<file path="src/rtl/chg_irq_ctrl.sv">
module chg_irq_ctrl #(
  parameter int NUM_BANKS = 5,
  parameter int BANK_W    = 8,
  localparam int PINS     = NUM_BANKS * BANK_W,
  localparam int IDX_W    = (NUM_BANKS > 1) ? $clog2(NUM_BANKS) : 1
) (
  input  logic             clk,
  input  logic             rst_n,
  input  logic [PINS-1:0]  pin_lvl,
  input  logic [PINS-1:0]  dir_in,
  input  logic [PINS-1:0]  irq_mask,
  input  logic             rd_stb,
  input  logic [IDX_W-1:0] rd_bank,
  output logic [NUM_BANKS-1:0] bank_pend,
  output logic             irq_n
);

  logic [PINS-1:0] snap_q;
  logic [PINS-1:0] watched;
  logic [PINS-1:0] delta;
  logic            irq_q;

  assign watched = dir_in & ~irq_mask;
  assign delta   = (pin_lvl ^ snap_q) & watched;

  for (genvar b = 0; b < NUM_BANKS; b++) begin : g_bank
    logic hit;
    assign hit = rd_stb && (rd_bank == IDX_W'(b));

    always_ff @(posedge clk) begin
      if (!rst_n || hit)
        snap_q[b*BANK_W +: BANK_W] <= pin_lvl[b*BANK_W +: BANK_W];
    end

    assign bank_pend[b] = |delta[b*BANK_W +: BANK_W];
  end

  always_ff @(posedge clk) begin
    if (!rst_n) irq_q <= 1'b1;
    else        irq_q <= ~|bank_pend;
  end

  assign irq_n = irq_q;

endmodule

</file>
<file path="config.mk">
export PLATFORM = sky130hd
export DESIGN_NAME = chg_irq_ctrl
export DESIGN_NICKNAME = d
export VERILOG_FILES = /design/src/rtl/chg_irq_ctrl.sv
export SDC_FILE = /design/constraint.sdc
export NUM_CORES = 1
export LEC_CHECK = 0
export BUFFER_PORTS_ARGS = -buffer_cell sky130_fd_sc_hd__buf_4
export CAP_MARGIN = 10
export CORE_MARGIN = 4
export CORE_UTILIZATION = 46
export DETAILED_ROUTE_END_ITERATION = 6
export GPL_ROUTABILITY_DRIVEN = 0
export GPL_TIMING_DRIVEN = 0
export MAX_ROUTING_LAYER = met4
export PLACE_DENSITY = 0.86
export SLEW_MARGIN = 0
export SYNTH_ARGS = -nofsm -noshare
export SYNTH_HDL_FRONTEND = slang
export SYNTH_SLANG_ARGS = --single-unit
</file>
<file path="constraint.sdc">
create_clock -name clk -period 3.1 [get_ports clk]
set_input_delay 0.62 -clock clk [delete_from_list [all_inputs] [get_ports clk]]
set_output_delay 0.62 -clock clk [all_outputs]
set_load 0.05 [all_outputs]
</file>
==> results of run 1 <==
==> cell families after synthesis <==
kind of cell,Yosys count
AOI/OAI and AO/OA,23
xor gates and xnor gates,40
buffers and inverters,17
DFF,41
and+or+nand+nor,34
==> area by class of cell <==
type / instances / area (um^2)
clock inverter: 1 / 3.75
tap: 52 / 65.1
timing repair buffer: 134 / 998
fill: 328 / 1160
sequential: 41 / 1220
multi-input combinational: 97 / 771
clock buffer: 6 / 72.6
inverter: 17 / 63.8
==> synthesized netlist by cell type (2+ instances only) <==
cell                       instances  area share, %
sky130_fd_sc_hd__edfxtp_1         40             58
sky130_fd_sc_hd__xnor2_1          37             16
sky130_fd_sc_hd__nand2b_1         19            5.8
sky130_fd_sc_hd__inv_1            17            3.1
sky130_fd_sc_hd__o32ai_1          16            6.8
sky130_fd_sc_hd__nor3b_1           5            1.8
sky130_fd_sc_hd__o21ai_0           3           0.73
sky130_fd_sc_hd__or4_1             3            1.1
sky130_fd_sc_hd__xor2_1            3            1.3
sky130_fd_sc_hd__nand3b_1          2           0.73
sky130_fd_sc_hd__o31ai_1           2           0.73
==> worst min-delay path by stage <==
stage,startpoint,end,slack (ns)
after global placement,snap_q[13],irq_n,0.79
final,pin_lvl[4],snap_q[4],0.52
after global routing,pin_lvl[4],snap_q[4],0.51
after CTS,pin_lvl[4],snap_q[4],0.52
after detailed placement,snap_q[13],irq_n,0.80
after floorplan,rst_n,irq_n,0.68
==> per-layer routing <==
metal,vias up,GRT usage (%),part of all wire (%)
li1,851,-,-
met1,777,20.0,37
met2,81,30.9,51
met3,7,4.67,11
met4,0,5.34,1.1
met5,-,-,0
==> through the flow <==
step                      hold slack, ns  instance area, um^2
after CTS                          0.515                 3180
after global placement             0.790                 3100
after global routing               0.509                 3200
final                              0.518                 3200
after floorplan                    0.676                 2060
after detailed placement           0.796                 3100
==> power groups by stage <==
stage / Sequential, W / Combinational [W] / Clock [W]
final: 0.000686 / 0.000344 / 0.000320
after global routing: 0.000690 / 0.000370 / 0.000355
after CTS: 0.000687 / 0.000346 / 0.000325
after detailed placement: 0.000699 / 0.000345 / 0
after global placement: 0.000696 / 0.000338 / 0
after floorplan: 0.000697 / 0.000166 / 0
==> flip-flops by register name (all words and copies together), names as in the netlist <==
name / flops
irq_n: 1
snap_q: 40
==> metrics list, run 1 <==
* Result of the run: complete, no violations
* Cell count of the worst hold path: 1
- Compared with the post-synthesis result, the final layout area differs by 55.4%.
- In this run the count of I/O pins placed on the die edge is 132.
* Power spent charging and discharging nets: 0.000338 W
* Critical path class: in -> out
* Layout Cells excl Fill: 348
- Entering global routing, the biggest net connects 12 pins.
* DRC violation total after the first TritonRoute iteration: 35
- The synthesized netlist devotes 9.37% of its cell area to compound gates.
- CP Buf/Inv Count: 2
- In this run the core area contains 24 standard-cell rows.
* Highest attainable clock frequency: 412 MHz
- The H-tree generated during clock tree synthesis spans 2 levels.
- After detailed routing, the average wire length per cell comes to 14.4 um.
- Crit path required time: 2.48 ns
- Max Cap Violations: 0
* Die Footprint: 5600 um^2
* PnR Total Power: 0.00135 W
- After synthesis the netlist holds a flip-flop and latch count of 41.
- Highest ir drop seen on vdd: 274 uV
* Cells on worst reg2reg path: 5
- Slowest cell on crit path: sky130_fd_sc_hd__or4_1
* End point of the critical path: bank_pend[1]
- Mux cell area share after synthesis: 0%
* Capturing element type of the critical path: output pin
- After clock tree synthesis, the clock-pin slew on the worst setup and hold paths is 0.08 ns.
* Setup slack of the most critical reg-to-reg path: 1.31 ns
- Launch point of the worst reg-to-reg path: snap_q[6]
- The die is 74.9 um tall.
- Worst-Margin Slew: 1.16 ns
- Sequential cells account for 50.8% of the total power.
- Synth Net Count: 281
- Total vias in the final route: 1716
- Setup Buffers After CTS: 0
- The final number of hold-violating endpoints was 0.
- A synthesized cell averages 13.3 um^2.
* Vias in the first global route: 1670
- For this design, the sink count on the clock tree is 41.
- The number of pins with negative max-slew slack in the final report came to 0.
* Highest net fanout along the worst path: 2
- Total number of yosys warnings: 0
- Delay of the slowest cell on the worst path: 0.59 ns
- In the post-route analysis, the smallest setup slack over all paths is 0.674 ns.
- Post-DP HPWL: 4.39 mm
- Number of distinct library cells after synthesis: 19
* Vias/cell: 4.93
* Leakage component of the power: 1.36 nW
- For this run the aggregate overflow at the end of global routing stands at 0.
* Clock buffers created by TritonCTS: 5
- The later pin in the worst-skew pair is clocked with a latency of 0.29 ns.
- Type of the most critical hold path: in -> reg
* CTS root buffer: sky130_fd_sc_hd__clkbuf_8
* Data arrival time at the worst-slack endpoint: 1.81 ns
- The critical path goes through buf_4 > xnor2_1 > o32ai_1 > or4_1 > buf_4.
* Fraction of synthesis flops using an asynchronous set or reset pin: 0%
- In this run the cell area of the synthesized design comes to 2060 um^2.
- Across the routed clock network, the largest skew measured is 0.00844 ns.
* Number of DRC violations after detailed routing: 0
- The initial utilization of the core area, before any placement, comes to 47.2%.
- Detailed-routing iteration count for the pre-antenna-repair pass: 4
* CP Depth: 5
- Final core utilization: 73.4%
* Share of the yosys chip area belonging to registers: 59.4%
- In this run the power density over the cells is 422 nW/um^2.
* Wire length of the first global-routing pass: 7.19 mm
- The worst setup path is launched from an input port.
- In the finished design, the share of the clock period the worst path needs comes to 78.2%.
- Antenna viol nets, final: 0
* Post-synthesis xor/xnor area fraction: 17.0%
* Unrepaired setup endpoints after global routing: false
* Combinational fraction of design power: 25.5%
* TritonCTS clock tree: yes
* Remaining max-slew budget at the tightest pin: 22.2%
- Cells after synthesis: 155
- Final routed wirelength across all metal layers: 5.01 mm
- Prior to clock tree synthesis, the placed netlist has a worst setup slack of 0.685 ns.
* Leading cell type in the layout, fill and taps excluded: sky130_fd_sc_hd__buf_4
- Fraction of power consumed by the clock network: 23.7%
* Top FF cell, synth: sky130_fd_sc_hd__edfxtp_1
- Cells with a size suffix above 1 make up 47.6% of the layout.
- Critical R2R Capture: irq_n
- Commonest non-fill, non-tap cells in the layout: sky130_fd_sc_hd__buf_4 (131), sky130_fd_sc_hd__edfxtp_1 (40), sky130_fd_sc_hd__xnor2_1 (37)
- Cell mode on critical path: sky130_fd_sc_hd__buf_4
- For this run, the post-layout net count is 422.
* Fin crit period: 2.43 ns
- 0 antenna diodes ended up in the layout.
- Int Power: 0.00101 W
- Count of flip-flops with a built-in enable after synthesis: 40
* Area of the core: 4350 um^2
* Count of input and output buffers: 131
- Counting tap cells, the placed design contains a total of 338 instances.
- Counting along the longest clock path gives a buffer depth of 2.
- After Yosys synthesis, full adders, half adders and majority gates account for 0% of the synthesized area.
- For this design, the CTS-stage hold fixing added 0 buffers.
* Largest family of logic cells by synthesized area: XOR/XNOR gates
- Total of cells resized after clock tree synthesis: 0
- Setup-violating endpoint count in the final report: 0
* Area share of and/or/nand/nor cells after synthesis: 11.1%
* Combined global-route utilization of all metal layers: 17.8%
* Die width: 74.9 um
- In this run switching power makes up 25.0% of total power.
- The initial antenna violation count came to 0.
* Final setup TNS: 0 ns
- In this run the worst setup path begins at pin_lvl[10].
- In this design, the largest share of critical-path delay is due to simple AND/OR/NAND/NOR gates.
(Power assumes the default switching activity.)
==> run 2: changes to the inputs <==
ABC_AREA = 1   (was unset)
CORE_UTILIZATION = 41   (was 46)
PLACE_DENSITY = 0.77   (was 0.86)
clock period = 1.99 ns   (was 3.1 ns; I/O delays follow)
==> run 2 against run 1 <==
Register-to-register slack worse by 0.53 ns. First-iteration DRC count up 49%. Critical path type is now reg -> out. Sequential cell count is the same. Largest cell class unchanged. Clock skew is 0.0053 ns lower. Critical endpoint is now bank_pend[4]. Critical path depth grew 1. Synthesized area up 19%. Wire length increased by 13%. Sequential share of layout area fell by 4.6 points. Final area grew 14%. Die area rose by 30%. Global-route usage down 2.3 points.
==> metrics list, run 2 <==
- Vias in the first global route: 2181 (+31%)
- Counting instances in the post-synthesis netlist gives the leading cell types as sky130_fd_sc_hd__inv_1 (88), sky130_fd_sc_hd__nand2_1 (87), sky130_fd_sc_hd__nor2_1 (55).
* Antenna viol nets, final: 0 (unchanged)
* Remaining max-slew budget at the tightest pin: 22.4% (+0.20 points)
* PnR Total Power: 0.00215 W (+59%)
- Number of buffers on the longest clock path: 2 (unchanged)
- The count of antenna diodes in the layout was 0 (unchanged).
- Routed wire length per instance: 10.4 um (-28%)
- Part of the cycle the worst path needs: 92.1%
* Fin crit period: 1.83 ns
* Standard-cell row count: 27 (+13%)
- Total number of yosys warnings: 0 (unchanged)
- The number of instances in the synthesized netlist was 329 (+110%).
- Highest attainable clock frequency: 545 MHz
- Post-CTS Hold Buffers: 0 (unchanged)
* Clock skew after layout: 0.00310 ns (-0.00535 ns)
- Die Footprint: 7280 um^2 (+30%)
* Flip-flop count of the largest register after layout: 40 (unchanged)
* Number of DRC violations after detailed routing: 0 (unchanged)
* Combinational fraction of design power: 24.7% (-0.8 points)
- The initial antenna violation count was 0 (unchanged).
- Number of failing hold endpoints at the final stage: 0 (unchanged)
* Setup ws final: 0.156 ns (-0.518 ns)
* Clock transition at the registers of the reported paths: 0.07 ns (about the same)
- Wire length of the first global-routing pass: 8.90 mm (+24%)
* Number of inserted filler cells in the final layout: 503 (+53%)
- Summed over all instances, the cell type with the most area after synthesis is sky130_fd_sc_hd__edfxtp_1.
* Total count of max-transition violations in the final report: 0 (unchanged)
- Area contributors post-synth: sky130_fd_sc_hd__edfxtp_1 (49%), sky130_fd_sc_hd__inv_1 (13%), sky130_fd_sc_hd__nand2_1 (13%), sky130_fd_sc_hd__nor2_1 (8.4%), sky130_fd_sc_hd__nand3_1 (4.3%)
* Pin count of the biggest net entering global routing: 13 (+1)
- The largest fanout of any net on the critical path is 2 (unchanged).
- The post-route non-filler standard cell count was 543 (+56%).
- By startpoint and endpoint, the worst setup path is classified as reg -> out.
- Power spent charging and discharging nets: 0.000558 W (+65%)
- Post-placement setup slack: -0.0720 ns (-0.757 ns)
- Post-DP HPWL: 4.85 mm (+10%)
* Result of the run: complete, no violations
- Worst-Margin Slew: 1.15 ns (-0.000604 ns)
* P per Cell Area: 591 nW/um^2 (+40%)
- The post-synthesis cell area is 2450 um^2 (+19%).
- Leakage component of the power: 2.01 nW (+48%)
- Inst Count DP: 532 (+57%)
- DRC violation total after the first TritonRoute iteration: 52 (+49%)
* Average instance area after synthesis: 7.45 um^2 (-44%)
- The total setup buffers inserted after CTS was 0 (unchanged).
- Unrepaired setup endpoints after global routing: false
- The most used flip-flop cell after synthesis is sky130_fd_sc_hd__edfxtp_1.
- Crit path required time: 1.59 ns (-0.89 ns)
- The post-synth net total is 455 (+62%).
- More flip-flops sit in one register than any other, and that register is snap_q.
- The sum of routed wire length over all layers is 5.64 mm (+13%).
* Number of synthesized register bits: 41 (unchanged)
- Most frequently used cell type in the post-synthesis netlist: sky130_fd_sc_hd__inv_1
- The post-synthesis async set-or-reset flop share came to 0% (unchanged).
* Final setup TNS: 0 ns (unchanged)
- Total of cells resized after clock tree synthesis: 0 (unchanged)
* Clock buffers created by TritonCTS: 5 (unchanged)
- Total vias in the final route: 2321 (+35%)
- Initial Util: 43.4% (-3.8 points)
- Max Cap Violations: 0 (unchanged)
* CTS Sinks: 41 (unchanged)
* Count of H-tree levels built during CTS: 2 (unchanged)
* Detailed-routing iteration count for the pre-antenna-repair pass: 4 (unchanged)
- Commonest non-fill, non-tap cells in the layout: sky130_fd_sc_hd__buf_4 (131), sky130_fd_sc_hd__inv_1 (88), sky130_fd_sc_hd__nand2_1 (87)
- Switching power share of the total: 26.0% (+0.95 points)
- Type of the most critical hold path: in -> reg
* Clock network latency to the later pin of the worst-skew pair: 0.28 ns (about the same)
* Ratio of cells with drive above 1 in the final layout: 32.3% (-15 points)
- Leading cell type in the layout, fill and taps excluded: sky130_fd_sc_hd__buf_4
- Global-route congestion overflow total: 0 (unchanged)
* Count of flip-flops with a built-in enable after synthesis: 40 (unchanged)
* Net count reported at finish: 596 (+41%)
- Area of the core: 5640 um^2 (+30%)
* CTS root buffer: sky130_fd_sc_hd__clkbuf_8
- Die width: 85.3 um (+14%)
- The worst setup path is captured at an output pin.
- The final setup violation count is 0 (unchanged).
* Share of the yosys chip area belonging to registers: 49.8% (-9.6 points)
- Proportion of power drawn by flip-flops and latches: 49.9% (-0.9 points)
- The area share of the largest cell type after synthesis was 49.0% (-9.4 points).
- Data arrival time at the worst-slack endpoint: 1.44 ns (-0.37 ns)
- Boundary Pins: 132 (unchanged)
* Vias/cell: 4.27 (-13%)
- Highest ir drop seen on vdd: 345 uV (+26%)
* TritonCTS clock tree: yes
- Die span in y: 85.3 um (+14%)
- Post-Route Hold Slack: 0.306 ns (-0.213 ns)
- Int Power: 0.00159 W (+57%)
- The number of distinct library cells after synthesis was 17 (-2).
- Count of input and output buffers: 131 (unchanged)
- Signed area change from the synthesized netlist to the final layout: 48.1%
* Fraction of power consumed by the clock network: 25.4% (+1.7 points)
- Worst setup SP type: register
* Combined global-route utilization of all metal layers: 15.5% (-2.3 points)
[run 2: cell types whose count changed in the layout (fill, tap and decap cells not counted), moves of 16 or more]
cell	change
sky130_fd_sc_hd__nand2b_1	-19
sky130_fd_sc_hd__nand3_1	+21
sky130_fd_sc_hd__inv_1	+71
sky130_fd_sc_hd__nor2_1	+55
sky130_fd_sc_hd__o32ai_1	-16
sky130_fd_sc_hd__xnor2_1	-37
sky130_fd_sc_hd__nand2_1	+86
[run 2: final cells by class]
class / count / area [um^2] / share of cell area (%)
inverters: 90 / 338 / 9.31
repair buffers: 134 / 998 / 27.5
well taps: 72 / 90.1 / 2.48
multi-input cells: 198 / 892 / 24.6
clock buffers: 8 / 90.1 / 2.48
flip-flops and latches: 41 / 1220 / 33.6
[run 2: critical path: stages (launching register included)]
cell,delay (ns)
sky130_fd_sc_hd__edfxtp_1,0.39
sky130_fd_sc_hd__or2_0,0.22
sky130_fd_sc_hd__nand4_1,0.07
sky130_fd_sc_hd__nand4_1,0.11
sky130_fd_sc_hd__nor2_2,0.13
sky130_fd_sc_hd__inv_1,0.05
sky130_fd_sc_hd__buf_4,0.18
[run 2: worst paths after layout]
check / from / to / slack, ns / depth (start not counted)
min: pin_lvl[37] / snap_q[37] / 0.31 / 1
max: snap_q[34] / bank_pend[4] / 0.16 / 6
min reg2reg: snap_q[34] / irq_n / 0.84 / 6
max reg2reg: snap_q[5] / irq_n / 0.78 / 9
[run 2: power by group through the flow]
stage          clock network, W  logic [W]  registers [W]
3_5_place_dp                  0   0.000535        0.00109
6_report               0.000545   0.000531        0.00107
3_3_place_gp                  0   0.000520        0.00109
4_1_cts                0.000567   0.000537        0.00107
5_1_grt                0.000594   0.000597        0.00108
2_1_floorplan                 0   0.000256        0.00109
[run 2: per-stage QoR]
step / instance area, um^2 / util, %
2_1_floorplan: 2450 / -
5_1_grt: 3630 / 64.3
3_3_place_gp: 3520 / 62.5
6_report: 3630 / 64.3
3_5_place_dp: 3520 / 62.5
4_1_cts: 3610 / 64.1
[run 2: cells by family (layout without fill, tap and decap cells)]
logic type / after synthesis / in the layout / synth area share [%]
compound gates: 6 / 6 / 1.53
xor+xnor: 6 / 6 / 2.14
buf+inv: 90 / 232 / 13.8
flops: 41 / 41 / 49.8
simple gates: 186 / 186 / 32.7
[run 2: per-layer routing]
| metal | up-vias | GRT usage [%] | wire [um] |
|---|---|---|---|
| met4 | 0 | 3.45 | 25 |
| met5 | - | - | 0 |
| li1 | 1269 | - | - |
| met1 | 968 | 17.5 | 2310 |
| met2 | 80 | 27.0 | 2790 |
| met3 | 4 | 4.37 | 516 |
==> run 3: changes to the inputs <==
CELL_PAD_IN_SITES_DETAIL_PLACEMENT = 1   (was unset)
CELL_PAD_IN_SITES_GLOBAL_PLACEMENT = 1   (was unset)
CORE_UTILIZATION = 28   (was 41)
PLACE_DENSITY = unset   (was 0.77)
PLACE_DENSITY_LB_ADDON = 0.1   (was unset)
==> run 3 against run 2 <==
Clock power increased by 47%. Register-to-register slack got worse by 0.04 ns. Final area increased by 2.7%. Wire length increased by 20%. Global-route usage decreased by 1.8 points. First-iteration DRC count decreased by 7.7%. Maximum frequency decreased by 1.6%. Critical path type unchanged. Sequential power about the same. Final cell count increased by 6.3%.
==> metrics list, run 3 (synthesis gave the netlist of run 2 again) <==
- Result of the run: complete, no violations
* Highest ir drop seen on vdd: 305 uV (-12%)
- The source-to-sink clock delay at the later pin of the worst-skew pair came to 0.30 ns (+0.02 ns).
- STA classifies the critical path endpoint as an output pin.
- The horizontal die dimension was 102 um (+19%).
* Flip-flop count of the largest register after layout: 40 (unchanged)
* Count of input and output buffers: 131 (unchanged)
* Clock transition at the registers of the reported paths: 0.09 ns (+0.02 ns)
* Count of H-tree levels built during CTS: 2 (unchanged)
- The area enclosed by the die boundary is 10300 um^2 (+42%).
- The tightest min-delay check is of the in -> reg type.
* Standard-cell row count: 33 (+22%)
- Final routed wirelength across all metal layers: 6.75 mm (+20%)
- Total of cells resized after clock tree synthesis: 0 (unchanged)
- TritonCTS clock tree: yes
* Part of the cycle the worst path needs: 93.6% (+1.5 points)
- The maximum number of buffers from clock root to sink is 2 (unchanged).
- Clock skew after layout: 0.0109 ns (+0.00781 ns)
* Crit path required time: 1.59 ns (about the same)
- Total count of max-transition violations in the final report: 0 (unchanged)
- Remaining max-slew budget at the tightest pin: 20.8% (-1.5 points)
* P per Cell Area: 648 nW/um^2 (+9.5%)
* PnR Total Power: 0.00241 W (+12%)
- Post-DP HPWL: 5.84 mm (+21%)
- Net count reported at finish: 597 (+0.17%)
* Ratio of cells with drive above 1 in the final layout: 33.1% (+0.78 points)
- The top-level I/O count was 132 (unchanged).
- The tree is rooted in a sky130_fd_sc_hd__clkbuf_8.
* Number of failing hold endpoints at the final stage: 0 (unchanged)
- The total track usage came to 13.6% (-1.8 points).
- Die span in y: 102 um (+19%)
- Number of DRC violations after detailed routing: 0 (unchanged)
* Vias in the first global route: 2487 (+14%)
- The effective utilization at floorplan was 29.2% (-14 points).
- The final setup violation count is 0 (unchanged).
- The total via count in the routed design came to 2395 (+3.2%).
* Initial antenna violation count: 0 (unchanged)
- The placeable core region is 8380 um^2 (+49%).
* Routed wire length per instance: 11.7 um (+13%)
* Clock buffers created by TritonCTS: 5 (unchanged)
- Data arrival time at the worst-slack endpoint: 1.47 ns (+0.03 ns)
- The clock period minus final worst setup slack was 1.86 ns (+0.0294 ns).
- Detailed-routing iteration count for the pre-antenna-repair pass: 4 (unchanged)
- Leading cell type in the layout, fill and taps excluded: sky130_fd_sc_hd__buf_4
* Vias/cell: 4.15 (-2.9%)
- The transition time at the pin with the least slew margin is 1.18 ns (+0.0205 ns).
- The fmax was 537 MHz (-1.6%).
- CTS Sinks: 41 (unchanged)
- The initial detailed-routing violation count is 48 (-7.7%).
* Commonest non-fill, non-tap cells in the layout: sky130_fd_sc_hd__buf_4 (132), sky130_fd_sc_hd__inv_1 (88), sky130_fd_sc_hd__nand2_1 (87)
- The total global routing overflow is 0 (unchanged).
- The count of antenna diodes in the layout was 0 (unchanged).
- Antenna viol nets, final: 0 (unchanged)
- Critical path class: reg -> out
- Counting flops per register, the top entry is snap_q.
* Unrepaired setup endpoints after global routing: false
* Max Cap Violations: 0 (unchanged)
* Highest net fanout along the worst path: 2 (unchanged)
* Worst setup SP type: register
- Relative to the synthesized area, the layout overhead comes to 52.1%.
* Leakage component of the power: 2.04 nW (+1.4%)
* Post-CTS Hold Buffers: 0 (unchanged)
- Post-Route Hold Slack: 0.285 ns (-0.0204 ns)
* Pin count of the biggest net entering global routing: 14 (+1)
- The global-route wire length before repair is 10.8 mm (+21%).
==> run 3: layout make-up <==
type	instances	area, um^2
Timing Repair Buffer	135	1010
Inverter	90	338
Clock inverter	3	65.1
Fill cell	1082	4650
Clock buffer	5	68.8
Multi-Input combinational cell	198	897
Sequential cell	41	1220
Tap cell	105	131
==> run 3: final timing paths <==
path	cells past startpoint	startpoint	slack (ns)	end
max	6	snap_q[34]	0.13	bank_pend[4]
min reg2reg	6	snap_q[39]	0.84	irq_n
max reg2reg	9	snap_q[15]	0.74	irq_n
min	1	pin_lvl[7]	0.29	snap_q[7]
==> run 3: where the power goes <==
group | total (W) | switching, W | internal [W]
registers | 0.00107 | 0.0000370 | 0.00104
logic | 0.000542 | 0.000269 | 0.000273
clock network | 0.000800 | 0.000301 | 0.000499
total | 0.00241 | 0.000607 | 0.00181
==> run 3: stage by stage <==
stage	setup slack [ns]	util [%]	setup TNS, ns	area [um^2]	std cells
detailed placement	-0.0308	42.7	-0.395	3580	567
global route	0.000876	44.5	0	3730	577
CTS	0.0847	44.3	0	3710	575
floorplan	0.390	-	0	2450	329
finish	0.127	44.5	0	3730	577
global placement	-0.241	42.5	-5.28	3570	565
==> run 3: timing repair <==
| item | in CTS | in global routing |
|---|---|---|
| setup buffers | 0 | 1 |
| endpoints found under the hold margin | 0 | 0 |
| endpoints found under the setup margin | 0 | 1 |
==> run 3: critical path, stage by stage, from the launching register on <==
cell                       delay, ns
sky130_fd_sc_hd__edfxtp_1       0.40
sky130_fd_sc_hd__or2_0          0.23
sky130_fd_sc_hd__nand4_1        0.09
sky130_fd_sc_hd__nand4_1        0.11
sky130_fd_sc_hd__nor2_2         0.12
sky130_fd_sc_hd__inv_1          0.05
sky130_fd_sc_hd__buf_4          0.18
==> run 3: metal layers <==
layer | wire (um) | vias to the layer above | share of wire [%] | track usage [%]
li1 | - | 1269 | - | -
met1 | 2630 | 1047 | 39 | 14.4
met2 | 3490 | 75 | 52 | 25.2
met3 | 578 | 4 | 8.6 | 3.51
met4 | 59 | 0 | 0.87 | 3.37
met5 | 0 | - | 0 | -
